[config.mk]
export PLATFORM = sky130hd
export DESIGN_NAME = ort_tracker
export DESIGN_NICKNAME = d
export VERILOG_FILES = /design/src/rtl/ort_pkg.sv /design/src/rtl/ort_table.sv /design/src/rtl/ort_watchdog.sv /design/src/rtl/ort_tracker.sv
export SDC_FILE = /design/constraint.sdc
export NUM_CORES = 2
export LEC_CHECK = 0
export BUFFER_PORTS_ARGS = -buffer_cell sky130_fd_sc_hd__buf_2
export CORE_UTILIZATION = 55
export DETAILED_ROUTE_END_ITERATION = 16
export PLACE_DENSITY = 0.74
export SLEW_MARGIN = 10
export SYNTH_ARGS = -nofsm -noshare
export SYNTH_HDL_FRONTEND = slang
export SYNTH_SLANG_ARGS = --single-unit
[constraint.sdc]
create_clock -name clk -period 11.4 [get_ports clk]
set_input_delay 2.28 -clock clk [delete_from_list [all_inputs] [get_ports clk]]
set_output_delay 2.28 -clock clk [all_outputs]
set_load 0.01 [all_outputs]
[src/rtl/ort_pkg.sv]
package ort_pkg;

  typedef enum logic [3:0] {
    K_LOAD    = 4'd0,
    K_FETCH   = 4'd1,
    K_STORE   = 4'd2,
    K_RMW_RD  = 4'd3,
    K_RMW_WR  = 4'd4,
    K_LINK_LD = 4'd5,
    K_COND_ST = 4'd6,
    K_LOCK_RD = 4'd7,
    K_LOCK_WR = 4'd8,
    K_FLUSH   = 4'd9
  } req_kind_e;

  // Only plain loads and instruction fetches live in the read-class table.
  function automatic logic is_write_class(input logic [3:0] kind);
    return !((kind == K_LOAD) || (kind == K_FETCH));
  endfunction

endpackage

[src/rtl/ort_table.sv]
module ort_table #(
  parameter int DEPTH  = 4,
  parameter int LINE_W = 26,
  parameter int TS_W   = 16,
  localparam int IDX_W = $clog2(DEPTH),
  localparam int OCC_W = $clog2(DEPTH + 1)
) (
  input  logic                           clk,
  input  logic                           rst_n,
  input  logic [LINE_W-1:0]              req_line,
  output logic                           look_hit,
  input  logic                           ins_en,
  input  logic [TS_W-1:0]                ins_ts,
  input  logic                           cpl_en,
  input  logic [LINE_W-1:0]              cpl_line,
  output logic                           cpl_hit,
  output logic [TS_W-1:0]                cpl_ts,
  output logic                           full,
  output logic [OCC_W-1:0]               occ,
  output logic [DEPTH-1:0]               ent_vld,
  output logic [DEPTH-1:0][TS_W-1:0]     ent_ts
);

  logic [DEPTH-1:0]              vld_q;
  logic [DEPTH-1:0][LINE_W-1:0]  line_q;
  logic [DEPTH-1:0][TS_W-1:0]    ts_q;
  logic [DEPTH-1:0]              lmatch;
  logic [DEPTH-1:0]              cmatch;
  logic [IDX_W-1:0]              free_idx;

  function automatic logic [IDX_W-1:0] lowest_free(input logic [DEPTH-1:0] v);
    logic [IDX_W-1:0] r;
    r = '0;
    for (int i = DEPTH - 1; i >= 0; i--) begin
      if (!v[i]) r = IDX_W'(i);
    end
    return r;
  endfunction

  function automatic logic [OCC_W-1:0] pop(input logic [DEPTH-1:0] v);
    logic [OCC_W-1:0] n;
    n = '0;
    for (int i = 0; i < DEPTH; i++) n = n + OCC_W'(v[i]);
    return n;
  endfunction

  genvar g;
  generate
    for (g = 0; g < DEPTH; g++) begin : g_slot
      assign lmatch[g] = vld_q[g] && (line_q[g] == req_line);
      assign cmatch[g] = vld_q[g] && (line_q[g] == cpl_line);
    end
  endgenerate

  always_comb begin
    cpl_ts = '0;
    for (int i = 0; i < DEPTH; i++) begin
      if (cmatch[i]) cpl_ts = cpl_ts | ts_q[i];
    end
  end

  assign look_hit = |lmatch;
  assign cpl_hit  = cpl_en && (|cmatch);
  assign full     = &vld_q;
  assign free_idx = lowest_free(vld_q);
  assign occ      = pop(vld_q);
  assign ent_vld  = vld_q;
  assign ent_ts   = ts_q;

  always_ff @(posedge clk or negedge rst_n) begin
    if (!rst_n) begin
      vld_q  <= '0;
      line_q <= '0;
      ts_q   <= '0;
    end else begin
      for (int i = 0; i < DEPTH; i++) begin
        if (ins_en && !full && (free_idx == IDX_W'(i))) begin
          vld_q[i]  <= 1'b1;
          line_q[i] <= req_line;
          ts_q[i]   <= ins_ts;
        end else if (cpl_en && cmatch[i]) begin
          vld_q[i] <= 1'b0;
        end
      end
    end
  end

  // one entry per line, so a lookup never matches twice.
  assert_single_match_R3: assert property (@(posedge clk) disable iff (!rst_n)
    $onehot0(lmatch));

  // the parent only inserts a line that is absent here.
  assert_insert_unique_R4: assert property (@(posedge clk) disable iff (!rst_n)
    ins_en |-> !look_hit);

  // the parent never inserts into a table with no free slot.
  assert_no_overflow_R1: assert property (@(posedge clk) disable iff (!rst_n)
    ins_en |-> !full);

endmodule

[src/rtl/ort_watchdog.sv]
module ort_watchdog #(
  parameter int NENT   = 8,
  parameter int TS_W   = 16,
  parameter int THRESH = 256,
  localparam int TMR_W = $clog2(THRESH)
) (
  input  logic                       clk,
  input  logic                       rst_n,
  input  logic [TS_W-1:0]            now,
  input  logic                       arm,
  input  logic                       busy,
  input  logic [NENT-1:0]            vld,
  input  logic [NENT-1:0][TS_W-1:0]  ts,
  output logic                       chk_fire,
  output logic                       deadlock
);

  logic             armed_q;
  logic [TMR_W-1:0] tmr_q;
  logic [NENT-1:0]  stale_v;

  function automatic logic [TS_W-1:0] age_of(input logic [TS_W-1:0] t_now,
                                             input logic [TS_W-1:0] t_iss);
    return t_now - t_iss;
  endfunction

  genvar g;
  generate
    for (g = 0; g < NENT; g++) begin : g_age
      assign stale_v[g] = vld[g] && (age_of(now, ts[g]) >= TS_W'(THRESH));
    end
  endgenerate

  assign chk_fire = armed_q && (tmr_q == TMR_W'(THRESH - 1));

  always_ff @(posedge clk or negedge rst_n) begin
    if (!rst_n) begin
      armed_q  <= 1'b0;
      tmr_q    <= '0;
      deadlock <= 1'b0;
    end else begin
      if (!armed_q) begin
        if (arm) begin
          armed_q <= 1'b1;
          tmr_q   <= '0;
        end
      end else if (chk_fire) begin
        tmr_q   <= '0;
        armed_q <= busy || arm;
      end else begin
        tmr_q <= tmr_q + 1'b1;
      end
      if (chk_fire && (|stale_v)) deadlock <= 1'b1;
    end
  end

  // the flag only rises on a periodic check.
  assert_deadlock_on_check_R9: assert property (@(posedge clk) disable iff (!rst_n)
    $rose(deadlock) |-> $past(chk_fire));

  // once raised it stays raised.
  assert_deadlock_sticky_R9: assert property (@(posedge clk) disable iff (!rst_n)
    $past(deadlock) |-> deadlock);

endmodule

[src/rtl/ort_tracker.sv]
module ort_tracker #(
  parameter int ADDR_W   = 32,
  parameter int LINE_OFF = 6,
  parameter int DEPTH    = 4,
  parameter int MAX_OUT  = 7,
  parameter int TS_W     = 16,
  parameter int CNT_W    = 16,
  parameter int THRESH   = 256,
  localparam int LINE_W  = ADDR_W - LINE_OFF,
  localparam int CW      = $clog2(2 * DEPTH + 1),
  localparam int OCC_W   = $clog2(DEPTH + 1)
) (
  input  logic              clk,
  input  logic              rst_n,
  input  logic              req_valid,
  input  logic [ADDR_W-1:0] req_addr,
  input  logic [3:0]        req_kind,
  output logic              req_ready,
  output logic              rej_full,
  output logic              rej_alias,
  output logic              iss_valid,
  output logic [ADDR_W-1:0] iss_addr,
  output logic [3:0]        iss_kind,
  input  logic              rd_cpl_valid,
  input  logic [LINE_W-1:0] rd_cpl_line,
  input  logic              wr_cpl_valid,
  input  logic [LINE_W-1:0] wr_cpl_line,
  output logic              rd_done_valid,
  output logic [TS_W-1:0]   rd_done_lat,
  output logic              wr_done_valid,
  output logic [TS_W-1:0]   wr_done_lat,
  output logic [CW-1:0]     inflight,
  output logic [CNT_W-1:0]  cnt_st_ld,
  output logic [CNT_W-1:0]  cnt_st_st,
  output logic [CNT_W-1:0]  cnt_ld_st,
  output logic [CNT_W-1:0]  cnt_ld_ld,
  output logic              deadlock,
  output logic              proto_err
);
  import ort_pkg::*;

  localparam logic [CW-1:0] MAX_C = CW'(MAX_OUT);

  function automatic logic [LINE_W-1:0] line_of(input logic [ADDR_W-1:0] a);
    return a[ADDR_W-1:LINE_OFF];
  endfunction

  function automatic logic [TS_W-1:0] lat_of(input logic [TS_W-1:0] t_now,
                                             input logic [TS_W-1:0] t_iss);
    return t_now - t_iss;
  endfunction

  logic [TS_W-1:0]   now_q;
  logic [LINE_W-1:0] req_line;
  logic              wcls;
  logic              rd_hit, wr_hit, rd_full, wr_full;
  logic              full_c, alias_c, accept;
  logic              rd_cpl_hit, wr_cpl_hit;
  logic [TS_W-1:0]   rd_cpl_ts, wr_cpl_ts;
  logic [OCC_W-1:0]  rd_occ, wr_occ;
  logic [DEPTH-1:0]  rd_vld, wr_vld;
  logic [DEPTH-1:0][TS_W-1:0] rd_ts, wr_ts;
  logic [2*DEPTH-1:0]         all_vld;
  logic [2*DEPTH-1:0][TS_W-1:0] all_ts;
  logic              chk_fire;
  logic [CW-1:0]     inflight_nx;

  assign req_line = line_of(req_addr);
  assign wcls     = is_write_class(req_kind);

  ort_table #(.DEPTH(DEPTH), .LINE_W(LINE_W), .TS_W(TS_W)) u_rd_tab (
    .clk(clk), .rst_n(rst_n), .req_line(req_line), .look_hit(rd_hit),
    .ins_en(accept && !wcls), .ins_ts(now_q),
    .cpl_en(rd_cpl_valid), .cpl_line(rd_cpl_line), .cpl_hit(rd_cpl_hit),
    .cpl_ts(rd_cpl_ts), .full(rd_full), .occ(rd_occ),
    .ent_vld(rd_vld), .ent_ts(rd_ts));

  ort_table #(.DEPTH(DEPTH), .LINE_W(LINE_W), .TS_W(TS_W)) u_wr_tab (
    .clk(clk), .rst_n(rst_n), .req_line(req_line), .look_hit(wr_hit),
    .ins_en(accept && wcls), .ins_ts(now_q),
    .cpl_en(wr_cpl_valid), .cpl_line(wr_cpl_line), .cpl_hit(wr_cpl_hit),
    .cpl_ts(wr_cpl_ts), .full(wr_full), .occ(wr_occ),
    .ent_vld(wr_vld), .ent_ts(wr_ts));

  assign all_vld = {wr_vld, rd_vld};
  assign all_ts  = {wr_ts, rd_ts};

  ort_watchdog #(.NENT(2 * DEPTH), .TS_W(TS_W), .THRESH(THRESH)) u_wdog (
    .clk(clk), .rst_n(rst_n), .now(now_q), .arm(accept),
    .busy(inflight != '0), .vld(all_vld), .ts(all_ts),
    .chk_fire(chk_fire), .deadlock(deadlock));

  // Capacity first, then aliasing against both tables.
  assign full_c    = (inflight >= MAX_C) || (wcls ? wr_full : rd_full);
  assign alias_c   = !full_c && (rd_hit || wr_hit);
  assign req_ready = !full_c && !alias_c;
  assign accept    = req_valid && req_ready;
  assign rej_full  = req_valid && full_c;
  assign rej_alias = req_valid && alias_c;

  assign inflight_nx = inflight + CW'(accept) - CW'(rd_cpl_hit) - CW'(wr_cpl_hit);

  always_ff @(posedge clk or negedge rst_n) begin
    if (!rst_n) begin
      now_q         <= '0;
      inflight      <= '0;
      iss_valid     <= 1'b0;
      iss_addr      <= '0;
      iss_kind      <= '0;
      rd_done_valid <= 1'b0;
      rd_done_lat   <= '0;
      wr_done_valid <= 1'b0;
      wr_done_lat   <= '0;
      proto_err     <= 1'b0;
      cnt_st_ld     <= '0;
      cnt_st_st     <= '0;
      cnt_ld_st     <= '0;
      cnt_ld_ld     <= '0;
    end else begin
      now_q    <= now_q + 1'b1;
      inflight <= inflight_nx;
      iss_valid <= accept;
      if (accept) begin
        iss_addr <= req_addr;
        iss_kind <= req_kind;
      end
      rd_done_valid <= rd_cpl_hit;
      wr_done_valid <= wr_cpl_hit;
      if (rd_cpl_hit) rd_done_lat <= lat_of(now_q, rd_cpl_ts);
      if (wr_cpl_hit) wr_done_lat <= lat_of(now_q, wr_cpl_ts);
      if ((rd_cpl_valid && !rd_cpl_hit) || (wr_cpl_valid && !wr_cpl_hit))
        proto_err <= 1'b1;
      if (rej_alias) begin
        if (wcls) begin
          if (rd_hit) cnt_st_ld <= cnt_st_ld + 1'b1;
          else        cnt_st_st <= cnt_st_st + 1'b1;
        end else begin
          if (wr_hit) cnt_ld_st <= cnt_ld_st + 1'b1;
          else        cnt_ld_ld <= cnt_ld_ld + 1'b1;
        end
      end
    end
  end

  // the running count tracks the table occupancies.
  assert_count_sum_R10: assert property (@(posedge clk) disable iff (!rst_n)
    inflight == (CW'(rd_occ) + CW'(wr_occ)));

  // at the limit nothing is accepted.
  assert_refuse_at_limit_R1: assert property (@(posedge clk) disable iff (!rst_n)
    (inflight >= MAX_C) |-> !req_ready);

  // every acceptance is followed by an issue strobe.
  assert_issue_follows_R7: assert property (@(posedge clk) disable iff (!rst_n)
    (req_valid && req_ready) |=> iss_valid);

endmodule

==> run_summary.xml <==
<?xml version="1.0" encoding="UTF-8"?>
<metrics>
  <group name="power">
    <metric name="switching_power" unit="mW">2.69</metric>
    <metric name="cellInternalPower" unit="mW">4.64</metric>
    <metric name="netSwitchingFraction" unit="">0.367</metric>
    <metric name="vdd_ir_drop_max" unit="uV">164</metric>
    <metric name="share_comb_of_total_power" unit="">0.325</metric>
    <metric name="power_density" unit="mW/mm^2">211</metric>
    <metric name="total_leakage_power" unit="nW">15.5</metric>
    <metric name="power_frac_seq" unit="">0.406</metric>
    <metric name="power_share_of_the_clock_group" unit="">0.269</metric>
  </group>
  <group name="worst_setup_path">
    <metric name="cp_top_family" unit="">simple AND/OR/NAND/NOR gates</metric>
    <metric name="crit_buf_inv" unit="">2</metric>
    <metric name="slowest_stage" unit="">sky130_fd_sc_hd__a22oi_1</metric>
    <metric name="critPathLaunchType" unit="">input port</metric>
    <metric name="setup.worst_path.end_class" unit="">output port</metric>
    <metric name="worst-r2r-cell-count" unit="">17</metric>
    <metric name="timing.critical_path.cells" unit="">buf_2 &gt; xnor2_1 &gt; nand4_1 &gt; nor4_1 &gt; a22oi_1 &gt; nand2_1 &gt; nor2_1 &gt; and2_1 &gt; buf_2</metric>
    <metric name="arrival" unit="ps">4740</metric>
    <metric name="path_max_fanout" unit="">17</metric>
    <metric name="r2r_end" unit="">rd_done_lat[15]$_DFFE_PN0P_</metric>
    <metric name="criticalPathCategory" unit="">input port to output port</metric>
    <metric name="endpoint_required_time_on_the_critical_path" unit="ps">9120</metric>
    <metric name="library_cell_appearing_most_often_on_the_critical_path" unit="">sky130_fd_sc_hd__buf_2</metric>
    <metric name="r2r-start" unit="">u_rd_tab.line_q[41]$_DFFE_PN0P_</metric>
    <metric name="critPathMaxStageDelay" unit="ps">640</metric>
    <metric name="r2r_slack" unit="ps">6350</metric>
  </group>
  <group name="floorplanning">
    <metric name="pin_count" unit="">237</metric>
    <metric name="core-area" unit="mm^2">0.0554</metric>
    <metric name="die-width" unit="um">240</metric>
    <metric name="initial_core_util" unit="">0.561</metric>
    <metric name="std_cell_rows" unit="">86</metric>
    <metric name="die_h" unit="um">240</metric>
    <metric name="floorplan.die_area" unit="mm^2">0.0575</metric>
  </group>
  <group name="synth">
    <metric name="yosysWarnings" unit="">0</metric>
    <metric name="synth_sequential_area_ratio" unit="">0.411</metric>
    <metric name="synth_cell_type_count" unit="">84</metric>
    <metric name="syn-cell-area" unit="mm^2">0.0311</metric>
    <metric name="dominantRegCellSynth" unit="">sky130_fd_sc_hd__dfrtp_1</metric>
    <metric name="synthesis.area_per_instance" unit="um^2">10.3</metric>
    <metric name="async_reset_ff_frac" unit="">1.00</metric>
    <metric name="synth_seq_cells" unit="">510</metric>
    <metric name="syn-num-nets" unit="">3287</metric>
    <metric name="netlist_instances" unit="">3027</metric>
    <metric name="synth_edf_count" unit="">0</metric>
  </group>
  <group name="layout">
    <metric name="area_growth" unit="%">11.7</metric>
    <metric name="layout_cells_sized_above_1" unit="">0.168</metric>
    <metric name="final_util" unit="">0.626</metric>
    <metric name="final_design_area_no_fill" unit="mm^2">0.0347</metric>
    <metric name="layout.nets" unit="">3427</metric>
  </group>
  <group name="timing">
    <metric name="tightestPinTransition" unit="ps">1010</metric>
    <metric name="rsz0062_at_grt" unit="">false</metric>
    <metric name="tns" unit="ps">0</metric>
    <metric name="slew_viol_final" unit="">0</metric>
    <metric name="hold_viol" unit="">0</metric>
    <metric name="period_needed" unit="ps">7020</metric>
    <metric name="maxClockFrequency" unit="MHz">142</metric>
    <metric name="timing.final.setup_violations" unit="">0</metric>
    <metric name="timing.slew.headroom" unit="">0.329</metric>
    <metric name="final.setup_skew" unit="ps">20.1</metric>
    <metric name="layout_worst_path_cycle_share" unit="">0.616</metric>
  </group>
  <group name="global_routing">
    <metric name="grt_first_pass_wirelength" unit="um">149000</metric>
    <metric name="grt_start_max_net_pins" unit="">135</metric>
    <metric name="grt-ovfl-total" unit="">0</metric>
    <metric name="via_count_of_the_first_global_routing_pass" unit="">24100</metric>
    <metric name="antenna_found_initial" unit="">1</metric>
    <metric name="gr-usage-all-layers" unit="">0.348</metric>
  </group>
  <group name="clock_network">
    <metric name="max-clock-path-buffers" unit="">3</metric>
    <metric name="tritoncts_clock_tree" unit="">done</metric>
    <metric name="hold_buffers" unit="">0</metric>
    <metric name="root_buffer" unit="">sky130_fd_sc_hd__clkbuf_16</metric>
    <metric name="postCtsResizedCells" unit="">0</metric>
    <metric name="cts_post_setup_buffers_inserted" unit="">0</metric>
    <metric name="cts.reportedPaths.clkPinSlew" unit="ps">60</metric>
    <metric name="worstSkewPairLatency" unit="ps">630</metric>
    <metric name="clock_sinks" unit="">510</metric>
    <metric name="cts_buffers" unit="">57</metric>
    <metric name="clock_tree.htree_level_count" unit="">2</metric>
  </group>
  <group name="detailed_routing">
    <metric name="wl_per_cell" unit="um">25.0</metric>
    <metric name="vias_per_cell" unit="">6.08</metric>
    <metric name="vias" unit="">24100</metric>
    <metric name="drt-pass1-iter-count" unit="">5</metric>
    <metric name="drt-initial-drc-count" unit="">1660</metric>
    <metric name="drcViolationCount" unit="">0</metric>
    <metric name="drt_wl_total" unit="um">99100</metric>
    <metric name="antenna_violating_nets_post_route" unit="">0</metric>
  </group>
  <group name="placement">
    <metric name="io_buffer_count" unit="">236</metric>
    <metric name="gp_routability_congestion" unit="">0.975</metric>
    <metric name="postPlaceCellArea" unit="mm^2">0.0327</metric>
    <metric name="detailed_place_hpwl" unit="um">71200</metric>
  </group>
  <group name="hold_path">
    <metric name="min_path_cells" unit="">1</metric>
    <metric name="worst_hold_path_type" unit="">flip-flop to flip-flop</metric>
    <metric name="worst_hold_path_endpoint" unit="">cnt_ld_st[15]$_DFFE_PN0P_</metric>
    <metric name="worstHoldStart" unit="">cnt_ld_st[15]$_DFFE_PN0P_</metric>
  </group>
  <group name="run_status">
    <metric name="status" unit="">complete, no violations</metric>
  </group>
  <group name="job">
    <metric name="maxCapViolCount" unit="">0</metric>
  </group>
</metrics>
-- final cells by class --
type,count,area [um^2]
diodes,1,2.50
inverters,159,597
clock buffers,75,1650
multi-input cells,2163,16900
clock inverters,30,352
well taps,748,936
repair buffers,276,1500
flip-flops and latches,510,12800
fillers,4497,20700
-- placed cells by master, fill, tap and decap left out, drive strengths merged, types with 7 or more instances in the layout --
cell / netlist / final
mux2: 276 / 276
or3: 10 / 10
nor4: 35 / 35
and2: 13 / 13
nand3: 65 / 65
or2: 7 / 7
nand2: 224 / 224
xnor2: 478 / 478
o211ai: 8 / 8
a21oi: 57 / 57
a2111oi: 9 / 9
buf: 88 / 276
clkinv: 0 / 16
and3: 22 / 22
clkbuf: 107 / 75
nor2b: 19 / 19
a21o: 22 / 22
or4: 19 / 19
o31ai: 16 / 16
nand2b: 13 / 13
a31oi: 8 / 8
a221oi: 30 / 30
a22o: 31 / 31
nor2: 68 / 68
a22oi: 11 / 11
o21ai: 187 / 187
ha: 163 / 163
nor3: 41 / 41
bufinv: 0 / 7
dfrtp: 510 / 510
nand4: 165 / 165
inv: 159 / 161
xor2: 65 / 65
o21a: 16 / 16
-- sequential cells by signal (all words and copies together), names as in the netlist, 4 cells and up --
name	count
cnt_ld_st	16
cnt_st_ld	16
now_q	16
iss_addr	32
u_wr_tab.ent_ts	64
u_wr_tab.ent_vld	4
u_rd_tab.ent_vld	4
wr_done_lat	16
u_wdog.tmr_q	8
u_rd_tab.line_q	104
iss_kind	4
cnt_st_st	16
cnt_ld_ld	16
rd_done_lat	16
u_rd_tab.ent_ts	64
u_wr_tab.line_q	104
inflight	4
-- per-layer routing --
layer  share of wire  up-vias  track usage
met5               0        -            0
met4           0.045        0        0.163
met3           0.057      236       0.0506
met2            0.47      788        0.568
met1            0.43    12100        0.457
li1                -    10900            -
-- logic make-up (layout without fill, tap and decap cells) --
| kind of cell | count (synthesis) | in the layout | synth area share |
|---|---|---|---|
| xor+xnor | 543 | 543 | 0.153 |
| buf+inv | 354 | 540 | 0.0478 |
| simple gates | 730 | 730 | 0.127 |
| mux | 282 | 282 | 0.102 |
| flops | 510 | 510 | 0.411 |
| compound gates | 441 | 441 | 0.0915 |
| fa+ha+maj | 167 | 167 | 0.0682 |
| other cells | 0 | 1 | 0 |
-- power groups by stage --
stage | Sequential, mW | Combinational (mW) | Clock, mW
detailed placement | 2.98 | 2.35 | 0
global route | 3.02 | 2.60 | 2.07
CTS | 2.96 | 2.37 | 2.00
floorplan | 2.76 | 1.72 | 0
global placement | 2.99 | 2.29 | 0
finish | 2.98 | 2.38 | 1.97
-- cells in the mapped netlist (all sizes together) (19+ instances only) --
cell    number  area [um^2]
nor3        41          221
xor2        65          569
a21o        22          165
a221oi      30          263
mux2       276         3110
inv        159          597
a21oi       57          285
nor2b       19          119
dfrtp      510        12800
buf         88          487
nand3       65          330
nor2        68          255
xnor2      478         4190
nand4      165         1030
or4         19          146
ha         163         2040
nand2      224          841
clkbuf     107          402
and3        22          138
a22o        31          272
nor4        35          302
o21ai      187          936
-- how the worst max path moves through the flow --
stage / slack, ps / cells after the start / end / start
floorplan: 5060 / 18 / rd_done_lat[15]$_DFFE_PN0P_ / rd_cpl_line[8]
global placement: 4390 / 9 / req_ready / req_addr[8]
detailed placement: 4360 / 18 / rd_done_lat[15]$_DFFE_PN0P_ / rd_cpl_line[15]
CTS: 4400 / 9 / req_ready / req_addr[8]
global route: 4260 / 9 / req_ready / req_addr[8]
finish: 4380 / 9 / req_ready / req_addr[8]
-- through the flow --
step / power (mW) / hold WS [ps] / std cells / setup WS, ps
finish: 7.33 / 465 / 3962 / 4380
global route: 7.70 / 481 / 3961 / 4260
CTS: 7.34 / 471 / 3961 / 4400
detailed placement: 5.33 / 460 / 3856 / 4360
global placement: 5.27 / 453 / 3856 / 4390
floorplan: 4.48 / 456 / 3027 / 5060
-- worst register-to-register path: cells and delay by family, from the launching register on --
kind,cells,cell delay (ps)
AOI/OAI and AO/OA,9,2050
and+or+nand+nor,4,1370
xor gates and xnor gates,2,490
DFF,1,420
buffers and inverters,1,320
adders and majority gates,1,290
No activity file was read; power rests on OpenSTA's default activity.
